File: config.mk
export PLATFORM = sky130hd
export DESIGN_NAME = soft_irq_hub
export DESIGN_NICKNAME = d
export VERILOG_FILES = /design/src/rtl/sih_pkg.sv /design/src/rtl/sih_core_slice.sv /design/src/rtl/sih_cfg_regs.sv /design/src/rtl/sih_consolidate.sv /design/src/rtl/soft_irq_hub.sv
export SDC_FILE = /design/constraint.sdc
export NUM_CORES = 1
export LEC_CHECK = 0
export BUFFER_PORTS_ARGS = -buffer_cell sky130_fd_sc_hd__clkbuf_2
export CORE_ASPECT_RATIO = 0.75
export CORE_MARGIN = 2
export CORE_UTILIZATION = 44
export CTS_CLUSTER_SIZE = 24
export DETAILED_ROUTE_END_ITERATION = 7
export GPL_TIMING_DRIVEN = 0
export PLACE_DENSITY = 0.75
export SKIP_CTS_REPAIR_TIMING = 1
export SLEW_MARGIN = 20
export SYNTH_ARGS = -nofsm -noshare
export SYNTH_HDL_FRONTEND = slang
export SYNTH_SLANG_ARGS = --single-unit
File: constraint.sdc
create_clock -name clk -period 4.15 [get_ports clk]
set_input_delay 1.245 -clock clk [delete_from_list [all_inputs] [get_ports clk]]
set_output_delay 1.245 -clock clk [all_outputs]
set_load 0.05 [all_outputs]
File: src/rtl/sih_pkg.sv
package sih_pkg;
  localparam int ADDR_W  = 4;
  localparam int DATA_W  = 32;
  localparam int SET_LSB = 0;
  localparam int CLR_LSB = 8;
  localparam int NMI_BIT = 16;

  localparam logic [ADDR_W-1:0] A_MASK  = 4'd4;
  localparam logic [ADDR_W-1:0] A_ROUTE = 4'd5;
  localparam logic [ADDR_W-1:0] A_EXTEN = 4'd6;
  localparam logic [ADDR_W-1:0] A_PEND  = 4'd7;

  // set wins over clear on the same bit
  function automatic logic [7:0] next_status(logic [7:0] cur, logic [7:0] set_b, logic [7:0] clr_b);
    return (cur & ~clr_b) | set_b;
  endfunction

  function automatic logic any_enabled(logic [31:0] src, logic [31:0] en);
    return |(src & en);
  endfunction
endpackage

File: src/rtl/sih_core_slice.sv
module sih_core_slice
  import sih_pkg::*;
#(
  parameter int VIRQ = 8
) (
  input  logic              clk,
  input  logic              rst_n,
  input  logic              hit,
  input  logic [DATA_W-1:0] wdata,
  output logic [VIRQ-1:0]   status,
  output logic [VIRQ-1:0]   set_req,
  output logic [VIRQ-1:0]   clr_req,
  output logic              nmi_req,
  output logic              nmi_pulse
);
  logic [7:0] cur8, set8, clr8, nxt8;

  assign set_req = hit ? wdata[SET_LSB +: VIRQ] : '0;
  assign clr_req = hit ? wdata[CLR_LSB +: VIRQ] : '0;
  assign nmi_req = hit & wdata[NMI_BIT];

  always_comb begin
    cur8 = '0;
    set8 = '0;
    clr8 = '0;
    cur8[VIRQ-1:0] = status;
    set8[VIRQ-1:0] = set_req;
    clr8[VIRQ-1:0] = clr_req;
    nxt8 = next_status(cur8, set8, clr8);
  end

  always_ff @(posedge clk) begin
    if (!rst_n) begin
      status    <= '0;
      nmi_pulse <= 1'b0;
    end else begin
      status    <= nxt8[VIRQ-1:0];
      nmi_pulse <= nmi_req;
    end
  end
endmodule

File: src/rtl/sih_cfg_regs.sv
module sih_cfg_regs
  import sih_pkg::*;
#(
  parameter int VW = 24,
  parameter int RW = 10,
  parameter int EW = 12
) (
  input  logic              clk,
  input  logic              rst_n,
  input  logic              bus_wr,
  input  logic [ADDR_W-1:0] bus_addr,
  input  logic [DATA_W-1:0] bus_wdata,
  output logic [VW-1:0]     mask,
  output logic [RW-1:0]     route,
  output logic [EW-1:0]     exten
);
  always_ff @(posedge clk) begin
    if (!rst_n) begin
      mask  <= '0;
      route <= '0;
      exten <= '0;
    end else if (bus_wr) begin
      if (bus_addr == A_MASK)  mask  <= bus_wdata[VW-1:0];
      if (bus_addr == A_ROUTE) route <= bus_wdata[RW-1:0];
      if (bus_addr == A_EXTEN) exten <= bus_wdata[EW-1:0];
    end
  end
endmodule

File: src/rtl/sih_consolidate.sv
module sih_consolidate
  import sih_pkg::*;
#(
  parameter int NUM_CORES = 3,
  parameter int VIRQ      = 8,
  parameter int NUM_EXT   = 4,
  localparam int VW = NUM_CORES * VIRQ,
  localparam int RW = 2 * NUM_CORES + NUM_EXT,
  localparam int EW = NUM_CORES * NUM_EXT
) (
  input  logic [VW-1:0]        status_all,
  input  logic [VW-1:0]        mask,
  input  logic [EW-1:0]        exten,
  input  logic [RW-1:0]        route,
  input  logic [NUM_EXT-1:0]   ext_irq,
  input  logic [NUM_CORES-1:0] nmi_pulse,
  output logic [NUM_CORES-1:0] vline,
  output logic [NUM_CORES-1:0] core_irq,
  output logic                 dev_irq_out,
  output logic                 dev_nmi_out
);
  logic [31:0] ext_w;
  assign ext_w = 32'(ext_irq);

  for (genvar c = 0; c < NUM_CORES; c++) begin : g_core
    logic [31:0] st_w, mk_w, en_w;
    assign st_w = 32'(status_all[c*VIRQ +: VIRQ]);
    assign mk_w = 32'(mask[c*VIRQ +: VIRQ]);
    assign en_w = 32'(exten[c*NUM_EXT +: NUM_EXT]);
    assign vline[c]    = any_enabled(st_w, mk_w);
    assign core_irq[c] = vline[c] | any_enabled(ext_w, en_w);
  end

  assign dev_irq_out = any_enabled(32'(vline), 32'(route[NUM_CORES-1:0]))
                     | any_enabled(ext_w, 32'(route[2*NUM_CORES +: NUM_EXT]));
  assign dev_nmi_out = any_enabled(32'(nmi_pulse), 32'(route[NUM_CORES +: NUM_CORES]));
endmodule

File: src/rtl/soft_irq_hub.sv
module soft_irq_hub
  import sih_pkg::*;
#(
  parameter int NUM_CORES = 3,
  parameter int VIRQ      = 8,
  parameter int NUM_EXT   = 4
) (
  input  logic                 clk,
  input  logic                 rst_n,
  input  logic                 bus_wr,
  input  logic [3:0]           bus_addr,
  input  logic [31:0]          bus_wdata,
  output logic [31:0]          bus_rdata,
  input  logic [NUM_EXT-1:0]   ext_irq,
  output logic [NUM_CORES-1:0] core_irq,
  output logic [NUM_CORES-1:0] core_nmi,
  output logic                 dev_irq_out,
  output logic                 dev_nmi_out
);
  localparam int VW = NUM_CORES * VIRQ;
  localparam int RW = 2 * NUM_CORES + NUM_EXT;
  localparam int EW = NUM_CORES * NUM_EXT;

  logic [VW-1:0]        status_all, set_vec, clr_vec, mask;
  logic [RW-1:0]        route;
  logic [EW-1:0]        exten;
  logic [NUM_CORES-1:0] gen_hit, nmi_req, vline;

  for (genvar c = 0; c < NUM_CORES; c++) begin : g_slice
    assign gen_hit[c] = bus_wr && (bus_addr == ADDR_W'(c));
    sih_core_slice #(.VIRQ(VIRQ)) u_slice (
      .clk      (clk),
      .rst_n    (rst_n),
      .hit      (gen_hit[c]),
      .wdata    (bus_wdata),
      .status   (status_all[c*VIRQ +: VIRQ]),
      .set_req  (set_vec[c*VIRQ +: VIRQ]),
      .clr_req  (clr_vec[c*VIRQ +: VIRQ]),
      .nmi_req  (nmi_req[c]),
      .nmi_pulse(core_nmi[c])
    );
  end

  sih_cfg_regs #(.VW(VW), .RW(RW), .EW(EW)) u_cfg (
    .clk      (clk),
    .rst_n    (rst_n),
    .bus_wr   (bus_wr),
    .bus_addr (bus_addr),
    .bus_wdata(bus_wdata),
    .mask     (mask),
    .route    (route),
    .exten    (exten)
  );

  sih_consolidate #(.NUM_CORES(NUM_CORES), .VIRQ(VIRQ), .NUM_EXT(NUM_EXT)) u_cons (
    .status_all (status_all),
    .mask       (mask),
    .exten      (exten),
    .route      (route),
    .ext_irq    (ext_irq),
    .nmi_pulse  (core_nmi),
    .vline      (vline),
    .core_irq   (core_irq),
    .dev_irq_out(dev_irq_out),
    .dev_nmi_out(dev_nmi_out)
  );

  always_comb begin
    bus_rdata = '0;
    for (int c = 0; c < NUM_CORES; c++)
      if (bus_addr == ADDR_W'(c)) bus_rdata[VIRQ-1:0] = status_all[c*VIRQ +: VIRQ];
    case (bus_addr)
      A_MASK:  bus_rdata[VW-1:0] = mask;
      A_ROUTE: bus_rdata[RW-1:0] = route;
      A_EXTEN: bus_rdata[EW-1:0] = exten;
      A_PEND:  bus_rdata[VW-1:0] = status_all & mask;
      default: ;
    endcase
  end
endmodule

==> results_dict.tcl <==
set metrics [dict create \
    drc_errors 0 \
    finalSetupTns_ns 0 \
    worst-path-buf-inv 4 \
    synth_adder_area_share_pct 0 \
    wl_per_cell_um 19.2 \
    num_vias 3933 \
    power_switching_mw 0.422 \
    avgSynthCellArea_um2 8.17 \
    die_h_um 85.6 \
    power.leakage_nw 1.86 \
    drt_iter0_markers 471 \
    total_power_mw 1.71 \
    intPower_mw 1.29 \
    clock_latency_ns 0.34 \
    seq_area_um2 1460 \
    synth_top_family_by_area "compound AO/OA/AOI/OAI gates" \
    htree_levels 3 \
    postRouteAntennaNets 0 \
    p_clk_share_pct 47.0 \
    final_area_um2 4750 \
    final_common_cell "nand2_1" \
    fin_crit_sh_pct 97.4 \
    cp-end-kind "output pin" \
    clock_skew_ns 0 \
    syn_to_final_growth_pct 21.6 \
    synth_seq_cells 73 \
    crit_chain "clkbuf_2, buf_4, nor2_1, buf_2, o21ai_0, a311oi_2, clkbuf_2" \
    synth_xor_area_share_pct 0 \
    nFillCells 788 \
    status "finished clean" \
    worst_slew_pin_slew_ns 0.607 \
    ys_async_sr_fraction_pct 0 \
    clkSinkCount 73 \
    antenna_found_initial 0 \
    die_w_um 113 \
    cp_slowest_stage_delay_ns 0.33 \
    grt.overflow.total 0 \
    cts_tree "done" \
    place_congestion 0.952 \
    synth-compound-area-share_pct 28.0 \
    yosysWarnings 0 \
    combPwrFrac_pct 10.9 \
    wl_um 12900 \
    clockRootBuffer "clkbuf_16" \
    core_um2 8530 \
    final_cell_mix "nand2_1 (105), dfxtp_1 (73), clkbuf_2 (65)" \
    firstDrtPassIters 6 \
    ys_types 38 \
    synthCells 478 \
    drive_above_1_share_pct 21.7 \
    dpl_cell_area_um2 4440 \
    slowest_stage "a311oi_2" \
    worstHoldPathType "flip-flop to flip-flop" \
    syn_area_um2 3910 \
    multi_input_area_um2 2190 \
    fin_nets 605 \
    track_usage_pct 26.9 \
    cts.clk_slew.worst_paths_ns 0.06 \
    port_buffers 66 \
    setup_viol 0 \
    initial_core_util_pct 45.8 \
    crit_path_start_kind "input pin" \
    ys_seq_area_share_pct 37.4 \
    yosys.area_share.simple_pct 21.0 \
    path_common_cell "clkbuf_2" \
    relSlewSlack_pct 59.5 \
    grt_first_pass_wirelength_um 19600 \
    die_area_um2 9660 \
    grt_pass1_vias 3561 \
    fmax_ghz 0.247 \
    pin_count 83 \
    rsz0062_at_grt "no" \
    std_cell_rows 29 \
    antenna_cells 0 \
    worstPathRequired_ns 2.90 \
    synth-edff-count 0 \
    crit_type "input pin to output pin" \
    utilization_pct 55.7 \
    hold_viol 0 \
    swShare_pct 24.7 \
    cts_buffers 9 \
    viasPerCell 5.83 \
    power_density_nw_per_um2 360 \
    critical_path_arrival_ns 2.80 \
    slew_viol_final 0 \
    grt_max_degree 12 \
    synthMuxAreaShare_pct 5.12 \
    period_needed_ns 4.04 \
    power_frac_seq_pct 42.1 \
    crit_path_max_fanout 10 \
    cap_violations 0 \
    ir_drop_mv 0.262 \
    cts_buffer_depth 2 \
    path_delay_family "buffers and inverters" \
    hpwl_um 9710 \
    postSynth.topFlopCell "dfxtp_1" \
]
==> worst register-to-register path, stage by stage, from the launching register on <==
cell and delay [ns]:
dfxtp_1 0.46, o21ai_0 0.15, a21boi_0 0.18
==> registers in the layout (all words and copies together), names as in the netlist <==
signal / flops
g_slice.u_slice.nmi_pulse: 3
g_slice.u_slice.status: 24
u_cfg.exten: 12
u_cfg.mask: 24
u_cfg.route: 10
==> metrics by stage <==
| stage | hold WS, ns | std cells | setup slack [ns] |
|---|---|---|---|
| global route | 0.492 | 675 | 0.0277 |
| CTS | 0.470 | 675 | -0.0484 |
| global placement | 0.452 | 659 | -0.0189 |
| finish | 0.469 | 675 | 0.107 |
| detailed placement | 0.460 | 659 | -0.0297 |
| floorplan | 0.443 | 485 | 0.190 |
==> power by group through the flow <==
stage	logic, mW	registers (mW)	clock network, mW
2_1_floorplan	0.118	0.730	0
3_3_place_gp	0.179	0.733	0
3_5_place_dp	0.182	0.734	0
4_1_cts	0.183	0.719	0.811
5_1_grt	0.196	0.720	0.846
6_report	0.187	0.719	0.803
==> cell usage after synthesis, drive strengths merged, types with 8 or more instances <==
master,number,area (um^2)
inv,10,37.5
nand2,105,394
nor2,18,67.6
clkbuf,12,45.0
a21boi,60,450
a21oi,12,60.1
mux2i,20,200
and3,8,51.3
buf,30,245
nor2b,24,158
dfxtp,73,1460
a22oi,26,195
o21ai,33,165
==> routing by layer <==
metal / up-vias / wire (um) / track usage [%]
met1: 1824 / 5480 / 36.5
li1: 1821 / - / -
met3: 30 / 1660 / 10.2
met5: - / 0 / 0
met2: 258 / 5560 / 40.3
met4: 0 / 240 / 7.65
==> final timing paths <==
kind	from	endpoint	slack [ns]	cells past startpoint
setup / recovery	bus_addr[0]	bus_rdata[5]	0.11	7
hold / removal	u_cfg.mask[22]	u_cfg.mask[22]	0.47	2
setup reg to reg	g_slice[1].u_slice.status[3]	g_slice[1].u_slice.status[3]	3.29	2
hold reg to reg	u_cfg.mask[22]	u_cfg.mask[22]	0.47	2
==> cell type report <==
type	count	share of cell area, %
plain buffers	42	6.13
clock buffers	14	5.76
clock inverters	2	0.737
inverters	10	0.790
multi-input cells	360	46.0
flip-flops and latches	73	30.7
well taps	108	2.84
repair buffers	66	6.95
==> kinds of logic (layout without fill, tap and decap cells) <==
| logic type | count (synthesis) | count (layout) |
|---|---|---|
| mux | 20 | 20 |
| buf+inv | 52 | 134 |
| simple gates | 174 | 174 |
| compound gates | 158 | 158 |
| other cells | 1 | 8 |
| flops | 73 | 73 |
Note: power is estimated with default switching activity, not from simulation.
